**config.mk**
```make
export PLATFORM = sky130hd
export DESIGN_NAME = bcd_addsub
export DESIGN_NICKNAME = d
export VERILOG_FILES = /design/src/rtl/bcd_addsub_pkg.sv /design/src/rtl/bcd_addsub_ctrl.sv /design/src/rtl/bcd_addsub_datapath.sv /design/src/rtl/bcd_addsub.sv
export SDC_FILE = /design/constraint.sdc
export NUM_CORES = 1
export LEC_CHECK = 0
export BUFFER_PORTS_ARGS = -buffer_cell sky130_fd_sc_hd__buf_4
export CAP_MARGIN = 20
export CORE_MARGIN = 2
export CORE_UTILIZATION = 50
export DETAILED_ROUTE_END_ITERATION = 12
export GPL_ROUTABILITY_DRIVEN = 1
export PLACE_DENSITY = 0.77
export SYNTH_ARGS = -nofsm -noshare
export SYNTH_HDL_FRONTEND = slang
export SYNTH_SLANG_ARGS = --single-unit
```
**constraint.sdc**
```tcl
create_clock -name vclk -period 32.3
set_input_delay 6.46 -clock vclk [all_inputs]
set_output_delay 6.46 -clock vclk [all_outputs]
set_load 0.05 [all_outputs]
```
**src/rtl/bcd_addsub_pkg.sv**
```systemverilog
package bcd_addsub_pkg;

  localparam int DIGIT_W = 4;

  typedef logic [DIGIT_W-1:0] digit_t;

  // operand-path strobe: choose true or nines-complement second operand
  typedef struct packed {
    logic cplB;
  } op_sel_t;

  // result-path strobes chosen after the first pass carry is known
  typedef struct packed {
    logic endAround;
    logic recomp;
  } fix_sel_t;

  // one decimal digit stage: binary add, then +6 when the decimal carry is due
  function automatic logic [DIGIT_W:0] digitAdd(digit_t a, digit_t b, logic cin);
    logic [DIGIT_W:0] raw;
    logic             decCarry;
    digit_t           adj;
    raw      = {1'b0, a} + {1'b0, b} + {{DIGIT_W{1'b0}}, cin};
    decCarry = raw[4] | (raw[3] & raw[2]) | (raw[3] & raw[1]);
    adj      = raw[3:0] + (decCarry ? 4'b0110 : 4'b0000);
    return {decCarry, adj};
  endfunction

  // nines complement: invert and add ten, top carry dropped
  function automatic digit_t ninesOf(digit_t d);
    digit_t inv;
    inv = ~d;
    return inv + 4'b1010;
  endfunction

  function automatic logic digitIllegal(digit_t d);
    return d > 4'd9;
  endfunction

endpackage

```
**src/rtl/bcd_addsub_ctrl.sv**
```systemverilog
module bcd_addsub_ctrl
  import bcd_addsub_pkg::*;
(
  input  logic     subMode,
  input  logic     firstCarry,
  input  logic     magZero,
  output op_sel_t  opSel,
  output fix_sel_t fixSel,
  output logic     sign,
  output logic     carryOut
);

  always_comb begin
    opSel.cplB       = subMode;
    fixSel.endAround = subMode & firstCarry;
    fixSel.recomp    = subMode & ~firstCarry;
    // a recomplemented all-nines sum is zero; keep it positive
    sign             = subMode & ~firstCarry & ~magZero;
    carryOut         = ~subMode & firstCarry;
  end

  // exactly one of end-around and recomplement in subtract mode, neither in add mode
  always_comb begin
    a_r4_fix_exclusive: assert (subMode ? $countones({fixSel.endAround, fixSel.recomp}) == 1
                                        : {fixSel.endAround, fixSel.recomp} == 2'b00)
      else $error("fix strobes inconsistent with mode");
  end

endmodule

```
**src/rtl/bcd_addsub_datapath.sv**
```systemverilog
module bcd_addsub_datapath
  import bcd_addsub_pkg::*;
#(
  parameter int DIGITS = 2,
  localparam int WIDTH = DIGITS * DIGIT_W
) (
  input  logic [WIDTH-1:0] opA,
  input  logic [WIDTH-1:0] opB,
  input  op_sel_t          opSel,
  input  fix_sel_t         fixSel,
  output logic             firstCarry,
  output logic [WIDTH-1:0] magnitude,
  output logic             magZero,
  output logic             digitBad
);

  logic [WIDTH-1:0] bPath;
  logic [WIDTH-1:0] firstSum;
  logic [WIDTH-1:0] secondSum;
  logic [WIDTH-1:0] recompSum;

  // operand conditioning: per-digit true / nines-complement select
  always_comb begin
    for (int i = 0; i < DIGITS; i++) begin
      bPath[i*DIGIT_W +: DIGIT_W] = opSel.cplB ? ninesOf(opB[i*DIGIT_W +: DIGIT_W])
                                               : opB[i*DIGIT_W +: DIGIT_W];
    end
  end

  // first pass: A plus conditioned B, ripple through digit stages
  always_comb begin
    logic             c;
    logic [DIGIT_W:0] r;
    c        = 1'b0;
    r        = '0;
    firstSum = '0;
    for (int i = 0; i < DIGITS; i++) begin
      r = digitAdd(opA[i*DIGIT_W +: DIGIT_W], bPath[i*DIGIT_W +: DIGIT_W], c);
      firstSum[i*DIGIT_W +: DIGIT_W] = r[DIGIT_W-1:0];
      c = r[DIGIT_W];
    end
    firstCarry = c;
  end

  // second pass: fold the end-around carry into the lowest digit
  always_comb begin
    logic             c;
    logic [DIGIT_W:0] r;
    c         = fixSel.endAround;
    r         = '0;
    secondSum = '0;
    for (int i = 0; i < DIGITS; i++) begin
      r = digitAdd(firstSum[i*DIGIT_W +: DIGIT_W], '0, c);
      secondSum[i*DIGIT_W +: DIGIT_W] = r[DIGIT_W-1:0];
      c = r[DIGIT_W];
    end
  end

  // recomplement path for a negative difference
  always_comb begin
    for (int i = 0; i < DIGITS; i++) begin
      recompSum[i*DIGIT_W +: DIGIT_W] = ninesOf(firstSum[i*DIGIT_W +: DIGIT_W]);
    end
  end

  always_comb begin
    magnitude = fixSel.recomp ? recompSum : secondSum;
    magZero   = (magnitude == '0);
  end

  always_comb begin
    digitBad = 1'b0;
    for (int i = 0; i < DIGITS; i++) begin
      digitBad = digitBad | digitIllegal(opA[i*DIGIT_W +: DIGIT_W])
                          | digitIllegal(opB[i*DIGIT_W +: DIGIT_W]);
    end
  end

  // legal operands give legal digits on every pass and on the output
  always_comb begin
    if (!digitBad) begin
      for (int i = 0; i < DIGITS; i++) begin
        a_r1_first_legal: assert (firstSum[i*DIGIT_W +: DIGIT_W] <= 4'd9)
          else $error("first pass digit %0d illegal", i);
        a_r1_result_legal: assert (magnitude[i*DIGIT_W +: DIGIT_W] <= 4'd9)
          else $error("result digit %0d illegal", i);
        a_r5_nines_pair: assert (!opSel.cplB ||
            ({1'b0, bPath[i*DIGIT_W +: DIGIT_W]} + {1'b0, opB[i*DIGIT_W +: DIGIT_W]} == 5'd9))
          else $error("nines complement of digit %0d wrong", i);
      end
    end
  end

endmodule

```
**src/rtl/bcd_addsub.sv**
```systemverilog
module bcd_addsub
  import bcd_addsub_pkg::*;
#(
  parameter int DIGITS = 2,
  localparam int WIDTH = DIGITS * DIGIT_W
) (
  input  logic [WIDTH-1:0] opA,
  input  logic [WIDTH-1:0] opB,
  input  logic             subMode,
  output logic [WIDTH-1:0] result,
  output logic             sign,
  output logic             carryOut,
  output logic             invalid
);

  op_sel_t  opSel;
  fix_sel_t fixSel;
  logic     firstCarry;
  logic     magZero;

  bcd_addsub_ctrl ctrl_i (
    .subMode    (subMode),
    .firstCarry (firstCarry),
    .magZero    (magZero),
    .opSel      (opSel),
    .fixSel     (fixSel),
    .sign       (sign),
    .carryOut   (carryOut)
  );

  bcd_addsub_datapath #(.DIGITS(DIGITS)) dp_i (
    .opA        (opA),
    .opB        (opB),
    .opSel      (opSel),
    .fixSel     (fixSel),
    .firstCarry (firstCarry),
    .magnitude  (result),
    .magZero    (magZero),
    .digitBad   (invalid)
  );

  always_comb begin
    if (!invalid) begin
      a_r6_no_neg_zero: assert (!sign || result != '0)
        else $error("negative zero on output");
      a_r2_add_positive: assert (subMode || !sign)
        else $error("sign raised in add mode");
      a_r7_sub_no_carry: assert (!subMode || !carryOut)
        else $error("carry raised in subtract mode");
    end
  end

endmodule

```
==> impl_results.html <==
<table>
<tr><th>Metric</th><th>Value</th></tr>
<tr><th colspan="2">Outcome</th></tr>
<tr><td>Run status</td><td>completed</td></tr>
<tr><th colspan="2">Worst setup path</th></tr>
<tr><td>Worst path most repeated cell</td><td>sky130_fd_sc_hd__ha_1</td></tr>
<tr><td>Crit Path Class</td><td>in2out</td></tr>
<tr><td>Launch point of the worst path</td><td>opB[1]</td></tr>
<tr><td>Type of origin of the critical path</td><td>input pin</td></tr>
<tr><td>Slowest cell delay on critical path</td><td>about 470 ps</td></tr>
<tr><td>Worst Setup End Kind</td><td>primary output</td></tr>
<tr><td>Worst EP arrival</td><td>roughly 13000 ps</td></tr>
<tr><td>Data required time at the worst endpoint</td><td>25840 ps</td></tr>
<tr><td>Critical-path top delay cell</td><td>sky130_fd_sc_hd__o21ai_0</td></tr>
<tr><td>Maximum fanout along the worst path</td><td>4</td></tr>
<tr><th colspan="2">Logic synthesis</th></tr>
<tr><td>Synth top area cells</td><td>sky130_fd_sc_hd__ha_1, sky130_fd_sc_hd__fa_1, sky130_fd_sc_hd__xor2_1</td></tr>
<tr><td>Cell area after synthesis</td><td>between 0.001 and 0.0015 mm2</td></tr>
<tr><td>Synth cell count leaders</td><td>sky130_fd_sc_hd__ha_1, sky130_fd_sc_hd__inv_1, sky130_fd_sc_hd__xor2_1</td></tr>
<tr><td>Total nets after synthesis</td><td>between 150 and 200</td></tr>
<tr><td>Area share of the leading cell type in the synthesized netlist</td><td>25.8%</td></tr>
<tr><td>Number of warnings printed during yosys synthesis</td><td>0</td></tr>
<tr><td>Post-synthesis average cell area</td><td>slightly above 8 um2</td></tr>
<tr><td>Most common cell in the netlist</td><td>sky130_fd_sc_hd__ha_1</td></tr>
<tr><td>Count of different cell masters after synthesis</td><td>31</td></tr>
<tr><td>Portion of the post-synthesis area used by sequential elements</td><td>0%</td></tr>
<tr><td>Area leader, netlist</td><td>sky130_fd_sc_hd__ha_1</td></tr>
<tr><td>Gate Count Post-Synth</td><td>between 100 and 150</td></tr>
<tr><th colspan="2">Floorplan</th></tr>
<tr><td>DIE WIDTH</td><td>between 40 and 50 um</td></tr>
<tr><td>Area of the core</td><td>between 0.0015 and 0.002 mm2</td></tr>
<tr><td>Starting Density</td><td>52.4%</td></tr>
<tr><td>Die area</td><td>roughly 0.0024 mm2</td></tr>
<tr><td>Number of primary I/O pins</td><td>28</td></tr>
<tr><td>Number of standard-cell rows in the floorplan</td><td>16</td></tr>
<tr><td>Die Height</td><td>approximately 49 um</td></tr>
<tr><th colspan="2">Final layout</th></tr>
<tr><td>Area added between synthesis and finish</td><td>22.9%</td></tr>
<tr><td># clk buffers</td><td>0</td></tr>
<tr><td>Storage element area</td><td>0 um2</td></tr>
<tr><td>Number of fill cells</td><td>between 150 and 200</td></tr>
<tr><td>Count of antenna diodes in the layout</td><td>0</td></tr>
<tr><td>Final Net Count</td><td>roughly 200</td></tr>
<tr><td>FFs &amp; Latches</td><td>0</td></tr>
<tr><td>Layout cell share with drive strength beyond 1</td><td>roughly 21%</td></tr>
<tr><th colspan="2">Timing</th></tr>
<tr><td>FMAX</td><td>50.6 MHz</td></tr>
<tr><td>Final number of hold-violating endpoints</td><td>0</td></tr>
<tr><td>Minimum period implied by the final worst setup slack</td><td>a little under 20000 ps</td></tr>
<tr><td>Pins over their slew limit</td><td>0</td></tr>
<tr><td>Headroom to the max-slew limit</td><td>63.5%</td></tr>
<tr><td>Setup TNS</td><td>0 ps</td></tr>
<tr><td>Number of setup violations in the final report</td><td>0</td></tr>
<tr><td>Period Utilization, post-route</td><td>about 61%</td></tr>
<tr><td>Worst hold-check slack</td><td>around 13000 ps</td></tr>
<tr><td>Setup repair after global routing missed its margin</td><td>false</td></tr>
<tr><td>Worst Tran Pin Value</td><td>around 540 ps</td></tr>
<tr><th colspan="2">Route</th></tr>
<tr><td>Per-cell via count in the routed design</td><td>about 5.3</td></tr>
<tr><td>DR pass1 iterations</td><td>4</td></tr>
<tr><td>Detailed-route wire length</td><td>between 2000 and 2500 um</td></tr>
<tr><td>Detailed router's first-iteration violation count</td><td>18</td></tr>
<tr><td>Wire length per cell</td><td>12.2 um</td></tr>
<tr><td>Post-detailed-route DRC marker count</td><td>0</td></tr>
<tr><td>DRT antenna net count</td><td>0</td></tr>
<tr><td>Via count</td><td>938</td></tr>
<tr><th colspan="2">Global routing</th></tr>
<tr><td>Global route hottest layer</td><td>met2</td></tr>
<tr><td>Number of global-route vias before repair</td><td>~900</td></tr>
<tr><td>Antenna violations before repair</td><td>0</td></tr>
<tr><td>Maximum number of pins on one net before global-route repair</td><td>15</td></tr>
<tr><td>Global Route met2 Usage</td><td>between 30% and 40%</td></tr>
<tr><td>Met1 Track Usage GR</td><td>~25%</td></tr>
<tr><td>Total GRT Usage</td><td>18.9%</td></tr>
<tr><td>Met3 Track Usage GR</td><td>less than 1%</td></tr>
<tr><td>Residual overflow from global routing</td><td>0</td></tr>
<tr><td>Global-route wire length before repair</td><td>approximately 3800 um</td></tr>
<tr><th colspan="2">Place</th></tr>
<tr><td>Gpl congestion</td><td>a little under 0.8</td></tr>
<tr><td>Post-DP HPWL</td><td>about 2000 um</td></tr>
<tr><td>Number of port buffers</td><td>28</td></tr>
<tr><th colspan="2">Clock tree</th></tr>
<tr><td>Post-cts resize count</td><td>0</td></tr>
<tr><td>Number of buffers inserted to repair setup after CTS</td><td>0</td></tr>
<tr><td>Hold bufs inserted after CTS</td><td>0</td></tr>
<tr><th colspan="2">Flow run</th></tr>
<tr><td>Max-Cap Viols</td><td>0</td></tr>
<tr><th colspan="2">Hold path</th></tr>
<tr><td>Startpoint of the worst hold path</td><td>opB[5]</td></tr>
<tr><td>Worst hold path class</td><td>in2out</td></tr>
</table>
## layout make-up
type                       instances  area, um2  area share [%]
tap                               27       33.8            2.70
multi-input combinational        106        946            75.7
timing repair buffer              28        210            16.8
inverter                          16       60.1            4.80
## per-layer routing
metal | routed length [um] | share of wire (%)
met4 | 0 | 0
met5 | 0 | 0
met3 | 73 | 3.4
met2 | 1110 | 51
met1 | 982 | 45
## final timing paths
path | endpoint | slack (ps) | cells after the start
max | result[7] | 12540 | 32
min | invalid | 13350 | 4
## worst max-delay path: cells and delay by family
kind                     cells  cell delay, ps
AO/OA/AOI/OAI                8            2270
XOR/XNOR                     4             650
adder cells (fa/ha/maj)     10            2930
buffers and inverters        5             490
multiplexers                 1             160
AND/OR/NAND/NOR              4             310
## through the flow
stage | utilization, % | worst slack, ps | std cells | instance area (um2)
after floorplan | - | 12640 | 124 | 1020
after global placement | 64.4 | 12820 | 177 | 1250
after detailed placement | 64.4 | 12540 | 177 | 1250
after CTS | 64.4 | 12520 | 177 | 1250
after global routing | 64.4 | 11990 | 177 | 1250
final | 64.4 | 12540 | 177 | 1250
## layout by cell type, fill, tap and decap left out, types with 2 or more instances in the layout
master and instances:
sky130_fd_sc_hd__nand2_1 11, sky130_fd_sc_hd__ha_1 21, sky130_fd_sc_hd__fa_1 7, sky130_fd_sc_hd__xor2_1 12
sky130_fd_sc_hd__a21o_1 2, sky130_fd_sc_hd__nor2_1 4, sky130_fd_sc_hd__xnor2_1 6, sky130_fd_sc_hd__nor2b_1 3
sky130_fd_sc_hd__a21oi_1 6, sky130_fd_sc_hd__o22ai_1 2, sky130_fd_sc_hd__o21ai_0 11, sky130_fd_sc_hd__inv_1 16
sky130_fd_sc_hd__mux2i_1 3, sky130_fd_sc_hd__buf_4 28, sky130_fd_sc_hd__a211o_1 2, sky130_fd_sc_hd__nor3_1 2
## logic make-up after synthesis
family                     count (synthesis)  synth area share, %
AOI/OAI and AO/OA                         31                 20.9
adders and majority gates                 28                 39.6
and+or+nand+nor                           24                 11.3
xor gates and xnor gates                  19                 17.1
buffers and inverters                     18                 7.01
muxes                                      4                 4.06
Power is not shown: default switching activity piles up to over one toggle a cycle in this logic, so the estimate is an artifact.
